$ cat src/rtl/qspi_seq_pkg.sv
`timescale 1ns/1ps
package qspi_seq_pkg;
  typedef enum logic [1:0] {SQ_IDLE, SQ_ISSUE, SQ_BUSY, SQ_HALT} sq_state_e;

  // control field order matches register bits 5..0
  typedef struct packed {
    logic ss_out;
    logic master;
    logic fault_ie;
    logic halt;
    logic wrap;
    logic en;
  } ctrl_t;

  localparam logic [1:0] A_CTRL = 2'd0;
  localparam logic [1:0] A_PTR  = 2'd1;
  localparam logic [1:0] A_STAT = 2'd2;
  localparam int S_FIN = 0;
  localparam int S_FLT = 1;
endpackage

$ cat src/rtl/qspi_ss_sync.sv
`timescale 1ns/1ps
module qspi_ss_sync #(
  parameter int STAGES = 2
) (
  input  logic clk_i,
  input  logic rst_ni,
  input  logic ss_pin_i,
  output logic ss_low_o
);
  logic [STAGES-1:0] chain_q;

  generate
    for (genvar g = 0; g < STAGES; g++) begin : g_stage
      if (g == 0) begin : g_first
        always_ff @(posedge clk_i or negedge rst_ni)
          if (!rst_ni) chain_q[g] <= 1'b1;
          else         chain_q[g] <= ss_pin_i;
      end else begin : g_next
        always_ff @(posedge clk_i or negedge rst_ni)
          if (!rst_ni) chain_q[g] <= 1'b1;
          else         chain_q[g] <= chain_q[g-1];
      end
    end
  endgenerate

  assign ss_low_o = ~chain_q[STAGES-1];
endmodule

$ cat src/rtl/qspi_seq_regs.sv
`timescale 1ns/1ps
module qspi_seq_regs
  import qspi_seq_pkg::*;
#(
  parameter int DATA_W = 16,
  parameter int PTR_W  = 4
) (
  input  logic              clk_i,
  input  logic              rst_ni,
  input  logic              reg_we_i,
  input  logic              reg_re_i,
  input  logic [1:0]        reg_addr_i,
  input  logic [DATA_W-1:0] reg_wdata_i,
  output logic [DATA_W-1:0] reg_rdata_o,
  input  logic              ss_low_i,
  input  logic              fin_evt_i,
  input  logic [PTR_W-1:0]  cur_ptr_i,
  output ctrl_t             ctrl_o,
  output logic [PTR_W-1:0]  start_ptr_o,
  output logic [PTR_W-1:0]  end_ptr_o,
  output logic              fin_o,
  output logic              fault_o
);
  localparam int CTRL_W = $bits(ctrl_t);

  ctrl_t            ctrl_q;
  logic [PTR_W-1:0] start_q, end_q;
  logic             fin_q, fault_q, rd_seen_q;
  logic             wr_ctrl, wr_ptr, wr_stat, rd_stat, fault_set;

  assign wr_ctrl   = reg_we_i && (reg_addr_i == A_CTRL);
  assign wr_ptr    = reg_we_i && (reg_addr_i == A_PTR);
  assign wr_stat   = reg_we_i && (reg_addr_i == A_STAT);
  assign rd_stat   = reg_re_i && (reg_addr_i == A_STAT);
  assign fault_set = ctrl_q.master && !ctrl_q.ss_out && ss_low_i;

  always_ff @(posedge clk_i or negedge rst_ni) begin
    if (!rst_ni) begin
      ctrl_q <= '0;
    end else begin
      if (wr_ctrl) ctrl_q <= ctrl_t'(reg_wdata_i[CTRL_W-1:0]);
      if (fin_evt_i || fault_set) ctrl_q.en <= 1'b0;
    end
  end

  always_ff @(posedge clk_i or negedge rst_ni) begin
    if (!rst_ni) begin
      start_q <= '0;
      end_q   <= '0;
    end else if (wr_ptr) begin
      start_q <= reg_wdata_i[PTR_W-1:0];
      end_q   <= reg_wdata_i[2*PTR_W-1:PTR_W];
    end
  end

  always_ff @(posedge clk_i or negedge rst_ni) begin
    if (!rst_ni) begin
      fin_q     <= 1'b0;
      fault_q   <= 1'b0;
      rd_seen_q <= 1'b0;
    end else begin
      if (wr_stat && !reg_wdata_i[S_FIN]) fin_q <= 1'b0;
      if (fin_evt_i) fin_q <= 1'b1;
      // two-step clear: qualifying read arms, next status write consumes
      if (wr_stat) rd_seen_q <= 1'b0;
      else if (rd_stat && fault_q) rd_seen_q <= 1'b1;
      if (wr_stat && rd_seen_q && !reg_wdata_i[S_FLT]) fault_q <= 1'b0;
      if (fault_set) fault_q <= 1'b1;
    end
  end

  always_comb begin
    reg_rdata_o = '0;
    unique case (reg_addr_i)
      A_CTRL: reg_rdata_o[CTRL_W-1:0] = ctrl_q;
      A_PTR: begin
        reg_rdata_o[PTR_W-1:0]         = start_q;
        reg_rdata_o[2*PTR_W-1:PTR_W]   = end_q;
        reg_rdata_o[3*PTR_W-1:2*PTR_W] = cur_ptr_i;
      end
      A_STAT: begin
        reg_rdata_o[S_FIN] = fin_q;
        reg_rdata_o[S_FLT] = fault_q;
      end
      default: reg_rdata_o = '0;
    endcase
  end

  assign ctrl_o      = ctrl_q;
  assign start_ptr_o = start_q;
  assign end_ptr_o   = end_q;
  assign fin_o       = fin_q;
  assign fault_o     = fault_q;

  AST_FAULT_DROPS_EN: assert property (@(posedge clk_i) disable iff (!rst_ni) $rose(fault_q) |-> !ctrl_q.en);
  AST_FAULT_NEEDS_READ: assert property (@(posedge clk_i) disable iff (!rst_ni) $fell(fault_q) |-> $past(rd_seen_q));
  AST_FAULT_NEEDS_INPUT: assert property (@(posedge clk_i) disable iff (!rst_ni) $rose(fault_q) |-> $past(ctrl_q.master && !ctrl_q.ss_out));
  AST_FIN_DROPS_EN: assert property (@(posedge clk_i) disable iff (!rst_ni) $rose(fin_q) |-> !ctrl_q.en);
endmodule

$ cat src/rtl/qspi_queue_fsm.sv
`timescale 1ns/1ps
module qspi_queue_fsm
  import qspi_seq_pkg::*;
#(
  parameter int PTR_W = 4
) (
  input  logic             clk_i,
  input  logic             rst_ni,
  input  logic             en_i,
  input  logic             wrap_i,
  input  logic             halt_i,
  input  logic [PTR_W-1:0] start_ptr_i,
  input  logic [PTR_W-1:0] end_ptr_i,
  input  logic             xfer_done_i,
  output logic             xfer_start_o,
  output logic             xfer_abort_o,
  output logic             rx_we_o,
  output logic [PTR_W-1:0] rx_addr_o,
  output logic [PTR_W-1:0] cur_ptr_o,
  output logic             fin_evt_o
);
  sq_state_e        state_q, state_d;
  logic [PTR_W-1:0] cur_q, cur_d;
  logic             at_end;

  assign at_end       = (cur_q == end_ptr_i);
  assign xfer_start_o = (state_q == SQ_ISSUE) && en_i;
  assign xfer_abort_o = (state_q == SQ_BUSY) && !en_i;
  assign rx_we_o      = (state_q == SQ_BUSY) && en_i && xfer_done_i;
  assign rx_addr_o    = cur_q;
  assign cur_ptr_o    = cur_q;
  assign fin_evt_o    = rx_we_o && at_end && !wrap_i;

  always_comb begin
    state_d = state_q;
    cur_d   = cur_q;
    if (!en_i) begin
      state_d = SQ_IDLE;
    end else begin
      unique case (state_q)
        SQ_IDLE: begin
          cur_d   = start_ptr_i;
          state_d = SQ_ISSUE;
        end
        SQ_ISSUE: state_d = SQ_BUSY;
        SQ_BUSY: begin
          if (xfer_done_i) begin
            if (at_end && !wrap_i) begin
              state_d = SQ_IDLE;
            end else begin
              cur_d   = at_end ? start_ptr_i : cur_q + PTR_W'(1);
              state_d = halt_i ? SQ_HALT : SQ_ISSUE;
            end
          end
        end
        SQ_HALT: if (!halt_i) state_d = SQ_ISSUE;
        default: state_d = SQ_IDLE;
      endcase
    end
  end

  always_ff @(posedge clk_i or negedge rst_ni) begin
    if (!rst_ni) begin
      state_q <= SQ_IDLE;
      cur_q   <= '0;
    end else begin
      state_q <= state_d;
      cur_q   <= cur_d;
    end
  end

  AST_START_SINGLE: assert property (@(posedge clk_i) disable iff (!rst_ni) xfer_start_o |=> !xfer_start_o);
  AST_ABORT_TO_IDLE: assert property (@(posedge clk_i) disable iff (!rst_ni) xfer_abort_o |=> (state_q == SQ_IDLE) && !xfer_abort_o);
  AST_WRAP_RELOAD: assert property (@(posedge clk_i) disable iff (!rst_ni) (rx_we_o && at_end && wrap_i) |=> (cur_q == $past(start_ptr_i)));
  AST_HALT_NO_START: assert property (@(posedge clk_i) disable iff (!rst_ni) (rx_we_o && halt_i) |=> !xfer_start_o);
  AST_FIN_IDLE: assert property (@(posedge clk_i) disable iff (!rst_ni) fin_evt_o |=> (state_q == SQ_IDLE));
endmodule

$ cat src/rtl/qspi_seq_ctrl.sv
`timescale 1ns/1ps
module qspi_seq_ctrl
  import qspi_seq_pkg::*;
#(
  parameter int QUEUE_DEPTH = 16,
  parameter int DATA_W      = 16,
  parameter int SYNC_STAGES = 2,
  localparam int PTR_W      = $clog2(QUEUE_DEPTH)
) (
  input  logic              clk_i,
  input  logic              rst_ni,
  input  logic              reg_we_i,
  input  logic              reg_re_i,
  input  logic [1:0]        reg_addr_i,
  input  logic [DATA_W-1:0] reg_wdata_i,
  output logic [DATA_W-1:0] reg_rdata_o,
  output logic              irq_o,
  output logic              xfer_start_o,
  output logic              xfer_abort_o,
  input  logic              xfer_done_i,
  output logic              rx_we_o,
  output logic [PTR_W-1:0]  rx_addr_o,
  input  logic              ss_pin_i,
  output logic              pin_own_o
);
  ctrl_t            ctrl;
  logic [PTR_W-1:0] start_ptr, end_ptr, cur_ptr;
  logic             ss_low, fin_evt, fin, fault;

  qspi_ss_sync #(.STAGES(SYNC_STAGES)) u_sync (
    .clk_i    (clk_i),
    .rst_ni   (rst_ni),
    .ss_pin_i (ss_pin_i),
    .ss_low_o (ss_low)
  );

  qspi_seq_regs #(.DATA_W(DATA_W), .PTR_W(PTR_W)) u_regs (
    .clk_i       (clk_i),
    .rst_ni      (rst_ni),
    .reg_we_i    (reg_we_i),
    .reg_re_i    (reg_re_i),
    .reg_addr_i  (reg_addr_i),
    .reg_wdata_i (reg_wdata_i),
    .reg_rdata_o (reg_rdata_o),
    .ss_low_i    (ss_low),
    .fin_evt_i   (fin_evt),
    .cur_ptr_i   (cur_ptr),
    .ctrl_o      (ctrl),
    .start_ptr_o (start_ptr),
    .end_ptr_o   (end_ptr),
    .fin_o       (fin),
    .fault_o     (fault)
  );

  qspi_queue_fsm #(.PTR_W(PTR_W)) u_fsm (
    .clk_i        (clk_i),
    .rst_ni       (rst_ni),
    .en_i         (ctrl.en),
    .wrap_i       (ctrl.wrap),
    .halt_i       (ctrl.halt),
    .start_ptr_i  (start_ptr),
    .end_ptr_i    (end_ptr),
    .xfer_done_i  (xfer_done_i),
    .xfer_start_o (xfer_start_o),
    .xfer_abort_o (xfer_abort_o),
    .rx_we_o      (rx_we_o),
    .rx_addr_o    (rx_addr_o),
    .cur_ptr_o    (cur_ptr),
    .fin_evt_o    (fin_evt)
  );

  assign irq_o     = fault && ctrl.fault_ie;
  assign pin_own_o = ctrl.en && ctrl.master;

  AST_FAULT_RELEASES_PINS: assert property (@(posedge clk_i) disable iff (!rst_ni) $rose(fault) |-> !pin_own_o);
  AST_FIN_NO_PINS: assert property (@(posedge clk_i) disable iff (!rst_ni) $rose(fin) |-> !pin_own_o);
endmodule

$ cat config.mk
export PLATFORM = sky130hd
export DESIGN_NAME = qspi_seq_ctrl
export DESIGN_NICKNAME = d
export VERILOG_FILES = /design/src/rtl/qspi_seq_pkg.sv /design/src/rtl/qspi_ss_sync.sv /design/src/rtl/qspi_seq_regs.sv /design/src/rtl/qspi_queue_fsm.sv /design/src/rtl/qspi_seq_ctrl.sv
export SDC_FILE = /design/constraint.sdc
export NUM_CORES = 1
export LEC_CHECK = 0
export CAP_MARGIN = 20
export CORE_ASPECT_RATIO = 0.7
export CORE_UTILIZATION = 42
export DETAILED_ROUTE_END_ITERATION = 10
export HOLD_SLACK_MARGIN = 0.08
export PLACE_DENSITY = 0.77
export SYNTH_ARGS = -nofsm -noshare
export SYNTH_HDL_FRONTEND = slang
export SYNTH_SLANG_ARGS = --single-unit
$ cat constraint.sdc
create_clock -name clk_i -period 1.8 [get_ports clk_i]
set_clock_uncertainty 0.15 [all_clocks]
set_input_delay 0.36 -clock clk_i [delete_from_list [all_inputs] [get_ports clk_i]]
set_output_delay 0.36 -clock clk_i [all_outputs]
set_load 0.005 [all_outputs]
### Word-level counts from Yosys, hierarchy flattened

Index checks and enable logic that the tools add are counted.

| cells by class | value |
|---|---|
| $add $sub $neg | 1 |
| equal/unequal tests | 10 |
| mux-type cells | 21 |
| bitwise operators | 1 |
| reduce and logical (&&, ||, !) cells | 34 |

Operators with widths:

| cell | count |
|---|---|
| logical AND 1 bit | 19 |
| one-hot mux 4 bit (2 select lines) | 2 |
| two-way mux 4 bit | 3 |
| two-way mux 2 bit | 5 |
| nonzero test 2 bit | 5 |
| two-way mux 1 bit | 8 |
| one-hot mux 2 bit (4 select lines) | 1 |
| == test 2 bit, second input constant | 3 |
| two-way mux 6 bit | 1 |
| != test 3 bit, second input constant | 2 |
| one-hot mux 2 bit (3 select lines) | 1 |
| logical NOT 1 bit | 5 |
| adder 4 x 1 -> 4 bit, second input constant | 1 |
| == test 2 x 1 -> 1 bit, second input constant | 2 |
| == test 4 bit | 1 |
| logical NOT 2 bit | 2 |
| != test 2 bit, second input constant | 2 |
| AND reduction 4 bit | 1 |
| AND reduction 2 bit | 1 |
| logical OR 1 bit | 1 |
| inverter 1 bit | 1 |

| word-level totals | value |
|---|---|
| flip-flop bits (word level) | 25 |
| logic and storage cells | 82 |

### Logic depth before layout (Yosys ltp)

Gate-level depths: netlist (run 1).

| depth | value |
|---|---|
| depth after elaboration | 7 |
| gate-level depth with buffers | 7 |
| gate-level depth less buffers | 6 |

### Cells and area by module

Synthesis (run 1) repeated with hierarchy kept, for this count alone.

| unflattened totals | value |
|---|---|
| cell total of the unflattened synthesis | 152 |
| area, all modules | 1596.5 um2 |

By module, submodules not included:

| module | times used | cells each | area each (um2) |
|---|---|---|---|
| qspi_seq_regs | 1 | 71 | 878.3 |
| qspi_queue_fsm | 1 | 76 | 649.4 |
| qspi_ss_sync | 1 | 3 | 56.3 |
| qspi_seq_ctrl | 1 | 2 | 12.5 |

### Worst setup path after synthesis (run 1)

Ideal clock, no wire load.

| path | value |
|---|---|
| path type | register to register |
| start | register u_fsm.state_q[0] |
| end | register u_fsm.cur_q[3], in the netlist u_fsm.cur_ptr_o[3] |
| arrival time | 1.560 ns |
| data required time | 1.524 ns |
| setup slack | -0.036 ns |
| stages on the path, launching flop included | 7 |
| buffers on the path | 0 |
| cells stage by stage | dfrtp_1 -> inv_1 -> ha_1 -> mux2_4 -> and2_4 -> and4_1 -> a221o_1 |

| on the way | value |
|---|---|
| cells in the longest elaborated chain, start to end | 3 |
| elaborated cells on any way between the ends | 7 |
| classes of those cells | 3 x eq/ne; 1 x mux; 3 x reduce/logical |

Ends and longest elaborated chain:

| element | RTL line | text |
|---|---|---|
| start, declared | qspi_queue_fsm.sv:22 | `sq_state_e state_q, state_d;` |
| start signal, assigned | qspi_queue_fsm.sv:67 | `state_q <= state_d;` |
| == test 2 bit / logical NOT 2 bit (equally long branches) | qspi_queue_fsm.sv:40 | `unique case (state_q)` |
| != test 2 bit (no line) / nonzero test 2 bit (equally long branches) | -- |  |
| AND reduction 4 bit (no line) | -- |  |
| end signal, assigned | qspi_queue_fsm.sv:68 | `cur_q <= cur_d;` |
| end, declared | qspi_queue_fsm.sv:23 | `logic [PTR_W-1:0] cur_q, cur_d;` |

Parallel ways exist; a longest one is shown, timed or not.
A chain may end at the register's enable or synchronous reset.

### Final worst setup path (run 1)

Same ends and word-level chain as after synthesis.

==> results.md, run 1 <==
- The standard-cell row count is 17.
- The maximum clock rate is between 500 and 600 MHz.
- The number of buffers added on ports is 36.
- The number of pins exceeding their max-slew limit in the final report is 0.
- In this run the worst path has a maximum fanout of 3.
- STA classifies the critical path startpoint as a flip-flop.
- Across the VDD grid, the largest voltage drop is 0.5687 mV.
- The finished layout holds 285 standard cells, fillers aside.
- The routed design has 4616 um of wire.
- The count of unresolved DRC violations after routing is 0.
- Summing all multi-input logic gate instances after layout gives 932.1 sq um.
- The first global-routing pass estimated 6975 um of wire.
- The synthesized design contains 25 register bits.
- Of the post-synthesis cell area, the part taken by muxes is 14.41%.
- In this run, synthesis inferred 0 flip-flops with an integrated enable.
- Summing the areas of all xor and xnor instances in the mapped netlist gives 3.339% of the synthesized area.
- The setup TNS after final layout is -0.2635 ns.
- The mean post-synth cell area is 10.38 sq um.
- The sum of buffers and inverters on the critical path is 2.
- The worst hold slack after final layout is approximately 0.21 ns.
- The run finished, with violations left.
- Of the synthesized area, sequential elements account for 40.88%.
- The number of nets with antenna violations after detailed routing is 0.
- The starting utilization of the core area is 46.30%.
- After routing the design area is between 2000 and 3000 sq um.
- The buffer cell driving the clock tree root is sky130_fd_sc_hd__clkbuf_8.
- The fraction of registers with async set or reset after synthesis is 100.0%.
- The portion of synthesized cell area occupied by the leading cell type is a little under two fifths.
- On the worst path, the slowest cell contributes a delay of 0.38 ns.
- The region available for standard cell placement spans 3318 sq um.
- The final antenna diode count is 0.
- After technology mapping, the gate count stands at around 150.
- The critical-path cell with the highest stage delay is sky130_fd_sc_hd__dfrtp_1.
- The insertion delay of the later-clocked pin in the worst-skew pair is 0.27 ns.
- Among all flip-flop cells after synthesis, the most frequent one is sky130_fd_sc_hd__dfrtp_1.
- In the global route stage, met1 resource usage came out at 32.38%.
- The via density per instance is between 5 and 6.
- The number of antenna violations at the first check in global routing is 0.
- The critical path endpoint category is a flip-flop.
- The checks that failed: negative setup slack.
- In the final design database the tool counted 268 nets.
- The layout overhead on the synthesized area is 63.03%.
- The most heavily used metal layer in global routing is met2.
- The floorplan die area is between 3000 and 4000 sq um.
- In the global route stage, met2 resource usage came out at 41.36%.
- The final period demand of the worst path is 1.920 ns.
- The signal on the critical path passes through inv_2, buf_4, ha_1, mux2_4, and2_4, and4_1, a221o_1.
- Across the run, the number of max-cap violations was 0.
- TritonCTS built the clock tree.
- After synthesis the cells add up to 1536 sq um.
- Sorting the synthesized cells by area gives the leading types as sky130_fd_sc_hd__dfrtp_1 (37%), sky130_fd_sc_hd__mux2_2 (8.8%), sky130_fd_sc_hd__ha_1 (4.1%).
- The horizontal die dimension is roughly 74 um.
- For this block, the initial DRC count from the detailed router was 122.
- The basic-gate share of the synthesized area counting and, or, nand and nor cells is 18.73%.
- In the post-synthesis netlist, the cell with the most instances is sky130_fd_sc_hd__dfrtp_1.
- Clock-pin slew was measured on the worst setup and hold paths at 0.09 ns.
- Data on the critical path is required at its endpoint by approximately 1.8 ns.
- The count of H-tree levels built during CTS is 1.
- The largest net degree at the start of global routing is 26.
- The I/O pin count is 49.
- By area, the combinational part of the netlist is dominated by simple AND/OR/NAND/NOR gates.
- The weighted congestion at the end of routability-driven global placement is 0.9007.
- The power density relative to cell area is 996.2 nW/um^2.
- The cell type contributing the most total cell area after synthesis is sky130_fd_sc_hd__dfrtp_1.
- Data arrives at the worst endpoint at around 1.9 ns.
- The residual overflow from global routing is 0.
- The fraction of layout cells with a size suffix above 1 is 46.22%.
- For met3 alone, demand over resource in global routing was under 10%.
- The post-route worst setup slack is -0.1198 ns.
- The die height is 52.61 um.
- By startpoint and endpoint, the worst setup path is classified as flip-flop to flip-flop.
- The longest clock path from root to sink contains 2 buffers.
- Setup violations remaining at the end of the flow were counted as 5.
- After detailed placement, the total cell area comes to 2120 sq um.
- The number of filler instances in the final layout is 213.
- The number of vias in the routed layout is 1477.
- The area taken by flip-flops and latches is about 630 sq um.
- The number of global-route vias before repair was roughly 1500.
- Setup repair after global routing could not meet its margin everywhere.
- The number of different library cells in the post-synthesis netlist is 50.
- The count of yosys warnings during synthesis is 0.
- The ratio of final minimum period to clock period is 106.7%.
- The number of search-and-repair iterations in the first detailed-routing pass is 4.
- The number of instances in the placed design is 254.
- After Yosys synthesis, full adders, half adders and majority gates account for under 10% of the synthesized area.
- Clock tree synthesis found a total of 25 sinks.
- Global routing used around a quarter of the available tracks.
- The hold violation count in the final report is 0.
- The gate family responsible for the most delay along the worst path is flip-flops.
- The final HPWL from detailed placement is 3112 um.
- The total clock buffers created by CTS is 3.
- The class of the tightest hold or removal check is flip-flop to flip-flop.
- The reported leakage power is 1.221 nW.
- Summing the areas of all compound-gate instances in the mapped netlist gives approximately 11% of the synthesized area.
- Ranked by instance count, the synthesized netlist is headed by sky130_fd_sc_hd__dfrtp_1 (23), sky130_fd_sc_hd__mux2_2 (12), sky130_fd_sc_hd__nor2_1 (9).
- After detailed routing, the average wire length per cell comes to 16.20 um.
registers in the layout (all words and copies together), names as in the netlist:
register            flops
u_fsm.cur_ptr_o         4
u_fsm.state_q           2
u_regs.ctrl_o           6
u_regs.end_ptr_o        4
u_regs.fault_o          1
u_regs.fin_o            1
u_regs.rd_seen_q        1
u_regs.start_ptr_o      4
u_sync.chain_q          2
layout make-up:
cell class	count	share of cell area (%)
Inverter	9	1.449
Clock buffer	3	1.648
Sequential cell	25	25.22
Multi-Input combinational cell	107	37.21
Clock inverter	1	0.2997
Timing Repair Buffer	93	31.82
Tap cell	47	2.348
metal layers:
metal	vias up	routed length [um]
met3	6	304
met5	-	0
met4	0	52
met2	68	2214
met1	708	2045
li1	695	-
cell usage in the layout (no fill, tap or decap), types with 5 or more instances in the layout:
master,instances
sky130_fd_sc_hd__buf_6,6
sky130_fd_sc_hd__mux2i_1,6
sky130_fd_sc_hd__nand2_1,5
sky130_fd_sc_hd__nand3_1,6
sky130_fd_sc_hd__buf_4,52
sky130_fd_sc_hd__clkdlybuf4s50_1,15
sky130_fd_sc_hd__dlygate4sd2_1,7
sky130_fd_sc_hd__nor2_1,9
sky130_fd_sc_hd__mux2_2,12
sky130_fd_sc_hd__and2_1,6
sky130_fd_sc_hd__dlymetal6s2s_1,5
sky130_fd_sc_hd__clkdlybuf4s15_1,5
sky130_fd_sc_hd__dfrtp_1,20
worst register-to-register path: cells and delay by family (launching register included):
kind | cells | cell delay (ns)
muxes | 1 | 0.29
AOI/OAI and AO/OA | 1 | 0.28
and+or+nand+nor | 2 | 0.30
buffers and inverters | 2 | 0.21
adders and majority gates | 1 | 0.21
DFF | 1 | 0.38
where the power goes:
part | leakage (nW) | internal, W | switching [W] | total [W]
Clock | 0.0217 | 0.000157 | 0.000178 | 0.000335
Sequential | 0.295 | 0.000689 | 0.000114 | 0.000803
Combinational | 0.904 | 0.000810 | 0.000547 | 0.00136
cells by family after synthesis:
group	after synthesis
xor+xnor	5
simple gates	48
fa+ha+maj	5
compound gates	25
mux	20
flops	25
other cells	1
buf+inv	19
through the flow:
stage	setup WS, ns	util [%]	total power [W]
6_report	-0.1198	75.49	0.002495
5_1_grt	-0.1522	75.49	0.002656
4_1_cts	-0.08344	68.93	0.002188
3_5_place_dp	-0.6170	63.88	0.001780
3_3_place_gp	-0.5352	63.88	0.001731
2_1_floorplan	0.03366	-	0.001315
worst paths after layout:
check                                              from                              to  slack [ns]  depth (start not counted)
max                        u_fsm.state_q[0]$_DFFE_PN0P_  u_fsm.cur_ptr_o[3]$_DFFE_PN0P_       -0.12                          7
min                         u_sync.chain_q[0]$_DFF_PN1_     u_sync.chain_q[1]$_DFF_PN1_        0.21                          0
max reg2reg                u_fsm.state_q[0]$_DFFE_PN0P_  u_fsm.cur_ptr_o[3]$_DFFE_PN0P_       -0.12                          7
min reg2reg                 u_sync.chain_q[0]$_DFF_PN1_     u_sync.chain_q[1]$_DFF_PN1_        0.21                          0
max in group asynchronous                        rst_ni     u_sync.chain_q[0]$_DFF_PN1_        0.89                          2
min in group asynchronous                        rst_ni  u_fsm.cur_ptr_o[2]$_DFFE_PN0P_        0.31                          2
what timing repair did:
item / 4_1_cts / 5_1_grt
pin swaps: 2 / 11
hold buffers: 0 / 0
cloned: 0 / 0
hold endpoints to repair: 0 / 0
gates resized for setup: 43 / 30
setup endpoints to repair: 21 / 14
setup buffers: 14 / 14
Power figures use the tool's default switching activity.
==> run 2, diff against run 1 <==
Settings changed: ABC_CLOCK_PERIOD_IN_PS from default to 1800, CORE_MARGIN from default to 8, PLACE_DENSITY 0.77 to 0.81.
==> run 2 against run 1 <==
Against the previous run:
- the run still ends with negative setup slack left
- count of clock-buffer cells in the layout unchanged
- combinational power decreased by 3%
- core utilization decreased by 2.8 points
- sequential power increased by 0.5%
- via count increased by 4.8%
- first-iteration DRC count decreased by 34%
- die area increased by 50%
- largest cell class unchanged
- largest power group unchanged
==> results.md, run 2 (synthesized netlist as in run 1, its figures left out) <==
- The setup TNS after final layout is -0.1290 ns.
- The die height is 66.61 um.
- Compared with the post-synthesis result, the final layout area differs by 66.21%.
- The worst setup path is captured at a flip-flop.
- The worst-case vdd ir drop is about 0.52 mV.
- Net switching is between 30% and 40% of the power.
- Setup repair after global routing could not meet its margin everywhere.
- The number of nets with antenna violations after detailed routing is 0.
- The detailed router finished its first iteration with 81 violations.
- The fraction of layout cells with a size suffix above 1 is between 50% and 60%.
- The first-pass GRT wire length is 8059 um.
- The number of vias in the routed layout is 1548.
- STA classifies the critical path startpoint as a flip-flop.
- The CTS sink count is 25.
- The hold violation count in the final report is 0.
- For this run, design rule violations remaining after detail routing come to 0.
- The register with the most flip-flops in the layout has 6 of them.
- The leading cell type in the layout, fill and taps excluded is sky130_fd_sc_hd__buf_4.
- The reported leakage power is 1.206 nW.
- The top cell types in the final layout, fill and taps aside, are sky130_fd_sc_hd__buf_4 (53), sky130_fd_sc_hd__dfrtp_1 (22), sky130_fd_sc_hd__clkdlybuf4s50_1 (16), sky130_fd_sc_hd__mux2_2 (12), sky130_fd_sc_hd__buf_6 (9).
- The total routed wirelength is around 5000 um.
- In this run, the combinational gates consume 53.2% of the power.
- The clock edge transition at the registers on the reported setup and hold paths is 0.10 ns.
- The floorplan die area is 5881 sq um.
- At the worst endpoint, the required time is 1.82 ns.
- The number of search-and-repair iterations in the first detailed-routing pass is 4.
- The number of global-route vias before repair is between 1500 and 2000.
- The post-route worst setup slack is -0.06887 ns.
- The I/O pin count is 49.
- Entering global routing, the biggest net connects 26 pins.
- The number of setup violations in the final report is 2.
- The worst hold path belongs to the class flip-flop to flip-flop.
- Port buffering added 36 buffers.
- The total clock buffers created by CTS is 3.
- The checks that failed: negative setup slack.
- The fraction of power consumed by sequential logic is 32.5%.
- Routability-driven placement finished with a final weighted congestion of ~0.8.
- Cell internal power was estimated by the tool at roughly 0.0016 W.
- After floorplanning, the core was sized to cover 3513 sq um.
- The final non-filler cell total is 293.
- CTS placed an instance of sky130_fd_sc_hd__clkbuf_8 at the clock tree root.
- The clock power share is about 14%.
- The TritonCTS clock tree is done.
- The number of pins exceeding their max-slew limit in the final report was 0.
- The type of the setup path with the least slack is flip-flop to flip-flop.
- Counting tap cells, the placed design contains a total of 263 instances.
- CTS built an H-tree with a depth of 1.
- The via density per instance is 5.283.
- The maximum fanout encountered on the critical timing path is 3.
- Across the run, the number of max-cap violations was 0.
- The run finished, with violations left.
- After detailed placement, the total cell area comes to around 2200 sq um.
- The number of filler instances in the final layout is between 200 and 250.
- The worst path uses 103.8% of the clock period.
- The die is about 90 um wide.
- The final HPWL from detailed placement is approximately 3300 um.
- The net switching power is between 0.0008 and 0.0009 W.
- The number of antenna violations at the first check in global routing is 0.
- Global routing used 17.55% of the available tracks.
- For this design the ratio of total power to cell area is approximately 970 nW/um^2.
- The insertion delay of the later-clocked pin in the worst-skew pair is 0.27 ns.
- The standard-cell row count is 18.
- The maximum clock rate is 535.1 MHz.
- The buffer depth of the longest clock path is 2.
- The final layout contains ~270 nets.
- For this run the aggregate overflow at the end of global routing stands at 0.
- With fillers left out, the area of the finished cells amounts to 2554 sq um.
- The starting utilization of the core area is 43.73%.
- The wire length per cell after detailed routing is 17.35 um.
- STA puts the critical path data arrival time at 1.89 ns.
- At the placement stage, the worst setup path has a slack of -0.6531 ns.
- After layout, the minimum clock period comes to 1.869 ns.
- The repair_antennas step left the layout with diodes totalling 0.
## run 2: final timing paths
path | startpoint | endpoint | slack, ns | depth (start not counted)
worst max register to register | u_fsm.state_q[1]$_DFFE_PN0P_ | u_fsm.state_q[0]$_DFFE_PN0P_ | -0.07 | 10
worst min-delay path | u_sync.chain_q[0]$_DFF_PN1_ | u_sync.chain_q[1]$_DFF_PN1_ | 0.21 | 0
min in group asynchronous | rst_ni | u_regs.ctrl_o[3]$_DFFE_PN0P_ | 0.30 | 2
worst max-delay path | u_fsm.state_q[1]$_DFFE_PN0P_ | u_fsm.state_q[0]$_DFFE_PN0P_ | -0.07 | 10
worst min register to register | u_sync.chain_q[0]$_DFF_PN1_ | u_sync.chain_q[1]$_DFF_PN1_ | 0.21 | 0
max in group asynchronous | rst_ni | u_sync.chain_q[1]$_DFF_PN1_ | 0.91 | 2
## run 2: per-stage QoR
stage / util [%] / total power, W / hold slack (ns)
floorplan: - / 0.001315 / -0.08559
global placement: 61.72 / 0.001771 / 0.1962
detailed placement: 61.72 / 0.001819 / 0.2001
CTS: 69.98 / 0.002331 / 0.2148
global route: 72.69 / 0.002635 / 0.2240
finish: 72.69 / 0.002483 / 0.2128
## run 2: layout make-up
class | instances | area, sq um | share of cell area, %
Clock buffer | 3 | 41.29 | 1.617
Clock inverter | 1 | 8.758 | 0.3430
Multi-Input combinational cell | 107 | 963.4 | 37.73
Tap cell | 50 | 62.56 | 2.450
Sequential cell | 25 | 629.4 | 24.64
Inverter | 9 | 41.29 | 1.617
Timing Repair Buffer | 98 | 807.0 | 31.60
## run 2: worst max-delay path: stages (launching register included)
cell	delay, ns
sky130_fd_sc_hd__dfrtp_2	0.45
sky130_fd_sc_hd__inv_2	0.12
sky130_fd_sc_hd__ha_4	0.16
sky130_fd_sc_hd__inv_4	0.03
sky130_fd_sc_hd__buf_4	0.12
sky130_fd_sc_hd__buf_4	0.12
sky130_fd_sc_hd__buf_4	0.12
sky130_fd_sc_hd__buf_4	0.12
sky130_fd_sc_hd__buf_4	0.12
sky130_fd_sc_hd__o22ai_2	0.16
sky130_fd_sc_hd__o31ai_1	0.08
## run 2: routing by layer
layer	track usage, %	vias up	routed length, um
li1	-	707	-
met1	19.57	770	2039
met2	30.92	57	2559
met3	5.528	14	370
met4	6.080	0	113
met5	0	-	0
## run 2: power groups by stage
stage	logic, W	clock network (W)	registers, W
floorplan	0.000507	0	0.000808
global placement	0.000967	0	0.000804
detailed placement	0.00100	0	0.000817
CTS	0.00118	0.000364	0.000789
global route	0.00142	0.000391	0.000821
finish	0.00132	0.000354	0.000807
## run 2: what timing repair did
action	4_1_cts	5_1_grt
endpoints found under the setup margin	32	20
pin swaps	4	12
setup buffers	22	5
gates resized for setup	70	36
hold buffers	0	0
==> run 3, diff against run 2 <==
Settings changed: PLACE_DENSITY 0.81 to 0.87.
==> run 3 against run 2 <==
Against the previous run:
- the run still ends with negative setup slack left
- highest routed layer unchanged
- critical endpoint is now u_fsm.cur_ptr_o[3]$_DFFE_PN0P_
- design area down 7.3%
- critical path depth down 3
- count of clock-buffer cells in the layout unchanged
- global-route usage down 2.3 points
- sequential share of layout area up 2.0 points
- via count down 6.1%
- worst setup slack better by 0.056 ns
- total power down 8.0%
==> results.md, run 3 (synthesized netlist as in run 1, its figures left out) <==
- The I/O pin count is between 40 and 50.
- The number of buffers added on ports is 36.
- The final critical path takes up 100.7% of the cycle.
- The area growth from synthesis to layout is 53.99%.
- The floorplan die area is 5881 sq um.
- The worst path in the final design needs a cycle of about 1.8 ns, including I/O delays and setup.
- The critical path endpoint category is a flip-flop.
- Cell internal power was estimated by the tool at 0.001494 W.
- At the worst endpoint, the arrival time is approximately 1.8 ns.
- The number of global-route vias before repair came to 1484.
- The first global-routing pass estimated 7024 um of wire.
- In this run the remaining antenna-violating nets after routing total 0.
- The buffer depth of the longest clock path is 2.
- Summed over all nets, the half-perimeter wirelength after detailed placement is 3071 um.
- The run finished, with violations left.
- Summed over all nets, wire length on met3 after detailed routing comes to 293 um.
- The max-cap check violation count is 0.
- Wires add up to ~4500 um.
- For this run the aggregate overflow at the end of global routing stands at 0.
- The critical path goes through inv_2, buf_6, ha_4, mux2_4, and2_4, and4_1, a221o_1.
- After detailed routing, the wire length on met1 is 1852 um.
- The setup TNS after final layout is -0.01273 ns.
- The number of antenna violations at the first check in global routing is 0.
- The standard-cell row count is 18.
- The starting utilization of the core area is 43.73%.
- In this run, the number of DRC markers left after iteration 0 of detailed routing was 89.
- The leading cell type in the layout, fill and taps excluded is sky130_fd_sc_hd__buf_4.
- CTS built an H-tree with a depth of 1.
- For this design, the sink count on the clock tree is 25.
- The number of pins exceeding their max-slew limit in the final report is 0.
- The startpoint type of the worst setup path is a flip-flop.
- The hold violation count in the final report is 0.
- The total clock buffers created by CTS is 3.
- In the post-route analysis, the smallest setup slack over all paths is -0.01273 ns.
- In this run the static leakage power is between 1 and 1.5 nW.
- In this run the worst path has a maximum fanout of 4.
- The final net count is 258.
- Registers are responsible for 35.8% of the overall power.
- The number of vias in the routed layout is 1453.
- In the layout the commonest cells are sky130_fd_sc_hd__buf_4 (45), sky130_fd_sc_hd__dfrtp_1 (21), sky130_fd_sc_hd__clkdlybuf4s50_1 (16), sky130_fd_sc_hd__dlygate4sd2_1 (13), sky130_fd_sc_hd__mux2_2 (12).
- The largest net degree at the start of global routing is 26.
- The portion of total power attributed to combinational logic is 48.5%.
- The number of search-and-repair iterations in the first detailed-routing pass is 4.
- The class of the tightest hold or removal check is flip-flop to flip-flop.
- For this run, the slowest stage of the critical path takes 0.38 ns.
- After detailed routing, the number of vias per cell comes to about 5.2.
- Across the VDD grid, the largest voltage drop is roughly 0.6 mV.
- The insertion delay of the later-clocked pin in the worst-skew pair is around 0.28 ns.
- The highest metal layer carrying signal wires in the routed design is met4.
- Summed over all nets, wire length on met2 after detailed routing comes to 2268 um.
- The clock power share is 15.7%.
- The global routing usage summed across all routing layers is 15.21%.
- The area of the multi-input gates is 908.4 sq um.
- Derived from the worst setup path, the maximum achievable clock frequency is between 500 and 600 MHz.
- In the final routed layout, each cell accounts on average for 16.09 um.
- By startpoint and endpoint, the worst setup path is classified as flip-flop to flip-flop.
- The weighted congestion at the end of routability-driven global placement is 0.8249.
- The register with the most flip-flops in the layout has 6 of them.
- The number of antenna diodes in the final layout is 0.
- The critical-path cell with the highest stage delay is sky130_fd_sc_hd__dfrtp_1.
- From bottom edge to top edge, the die measures about 67 um.
- Dividing total power by cell area gives a power density of 965.6 nW/um^2.
- The buffer cell driving the clock tree root is sky130_fd_sc_hd__clkbuf_8.
- The fraction of power spent switching nets is 34.60%.
- Measured along the x axis, the die boundary spans approximately 90 um.
- The data required time at the worst endpoint is between 1.5 and 2 ns.
- Across the whole layout, storage elements account for ~630 sq um.
- The count of unresolved DRC violations after routing is 0.
- After filler insertion, the fill cell instance count of the layout stands at 280.
- Setup repair after global routing could not meet its margin everywhere.
- The number of setup violations in the final report is 1.
- The region available for standard cell placement spans 3513 sq um.
- TritonCTS built the clock tree.
- The net switching power is 0.0007904 W.
- The final reports fail on negative setup slack.
- The clock edge transition at the registers on the reported setup and hold paths is 0.10 ns.
- At the end of the flow the core is filled with cells to 67.34%.
- The fraction of layout cells with a size suffix above 1 is 44.30%.
-- run 3: cell count changes in the layout (fill, tap and decap cells not counted), moves of 3 or more --
cell | before | now
sky130_fd_sc_hd__o21ai_0 | 2 | 5
sky130_fd_sc_hd__buf_4 | 53 | 45
sky130_fd_sc_hd__dlygate4sd2_1 | 3 | 13
sky130_fd_sc_hd__buf_2 | 7 | 2
sky130_fd_sc_hd__buf_6 | 9 | 2
sky130_fd_sc_hd__clkdlybuf4s15_1 | 3 | 0
-- run 3: what timing repair did --
item | in CTS | in global routing
hold buffers | 0 | 0
endpoints found under the setup margin | 26 | 16
resized for setup | 49 | 13
buffers inserted | 17 | 1
pin swaps | 5 | 5
endpoints found under the hold margin | 0 | 0
cloned | 0 | 1
-- run 3: final timing paths --
check	startpoint	endpoint	slack (ns)	cells past startpoint
max reg2reg	u_fsm.state_q[0]$_DFFE_PN0P_	u_fsm.cur_ptr_o[3]$_DFFE_PN0P_	-0.01	7
min in group asynchronous	rst_ni	u_regs.ctrl_o[3]$_DFFE_PN0P_	0.30	2
max	u_fsm.state_q[0]$_DFFE_PN0P_	u_fsm.cur_ptr_o[3]$_DFFE_PN0P_	-0.01	7
min reg2reg	u_sync.chain_q[0]$_DFF_PN1_	u_sync.chain_q[1]$_DFF_PN1_	0.21	0
max in group asynchronous	rst_ni	u_sync.chain_q[0]$_DFF_PN1_	0.91	2
min	u_sync.chain_q[0]$_DFF_PN1_	u_sync.chain_q[1]$_DFF_PN1_	0.21	0
-- run 3: metrics by stage --
stage          total power (W)  cell area [sq um]  instances  worst slack (ns)  hold slack [ns]
6_report              0.002285               2366        278          -0.01273           0.2117
4_1_cts               0.002203               2335        277          -0.02021           0.2133
2_1_floorplan         0.001315               1550        151           0.03366         -0.08559
5_1_grt               0.002419               2366        278          -0.05582           0.2149
3_3_place_gp          0.001712               2116        256           -0.5609           0.1968
3_5_place_dp          0.001742               2116        256           -0.6009           0.1991
-- run 3: area by class of cell --
class | count | area share [%]
multi-input cells | 108 | 38.39
inverters | 9 | 1.534
repair buffers | 82 | 28.66
well taps | 50 | 2.644
clock buffers | 3 | 1.745
flip-flops and latches | 25 | 26.65
clock inverters | 1 | 0.3702
-- run 3: metal layers --
layer	up-vias	global-route usage, %
met2	48	26.93
met5	-	0
li1	680	-
met4	0	3.564
met3	8	4.423
met1	717	17.67
-- run 3: critical path: cells and delay by family, from the launching register on --
kind / cells / cell delay [ns]
flops: 1 / 0.38
simple gates: 2 / 0.31
mux: 1 / 0.28
compound gates: 1 / 0.25
buf+inv: 2 / 0.18
fa+ha+maj: 1 / 0.14
-- run 3: power groups by stage --
| stage | clock (W) | combinational, W | sequential (W) |
|---|---|---|---|
| floorplan | 0 | 0.000507 | 0.000808 |
| global placement | 0 | 0.000874 | 0.000838 |
| detailed placement | 0 | 0.000897 | 0.000845 |
| CTS | 0.000362 | 0.00103 | 0.000810 |
| global route | 0.000392 | 0.00119 | 0.000838 |
| finish | 0.000358 | 0.00111 | 0.000818 |
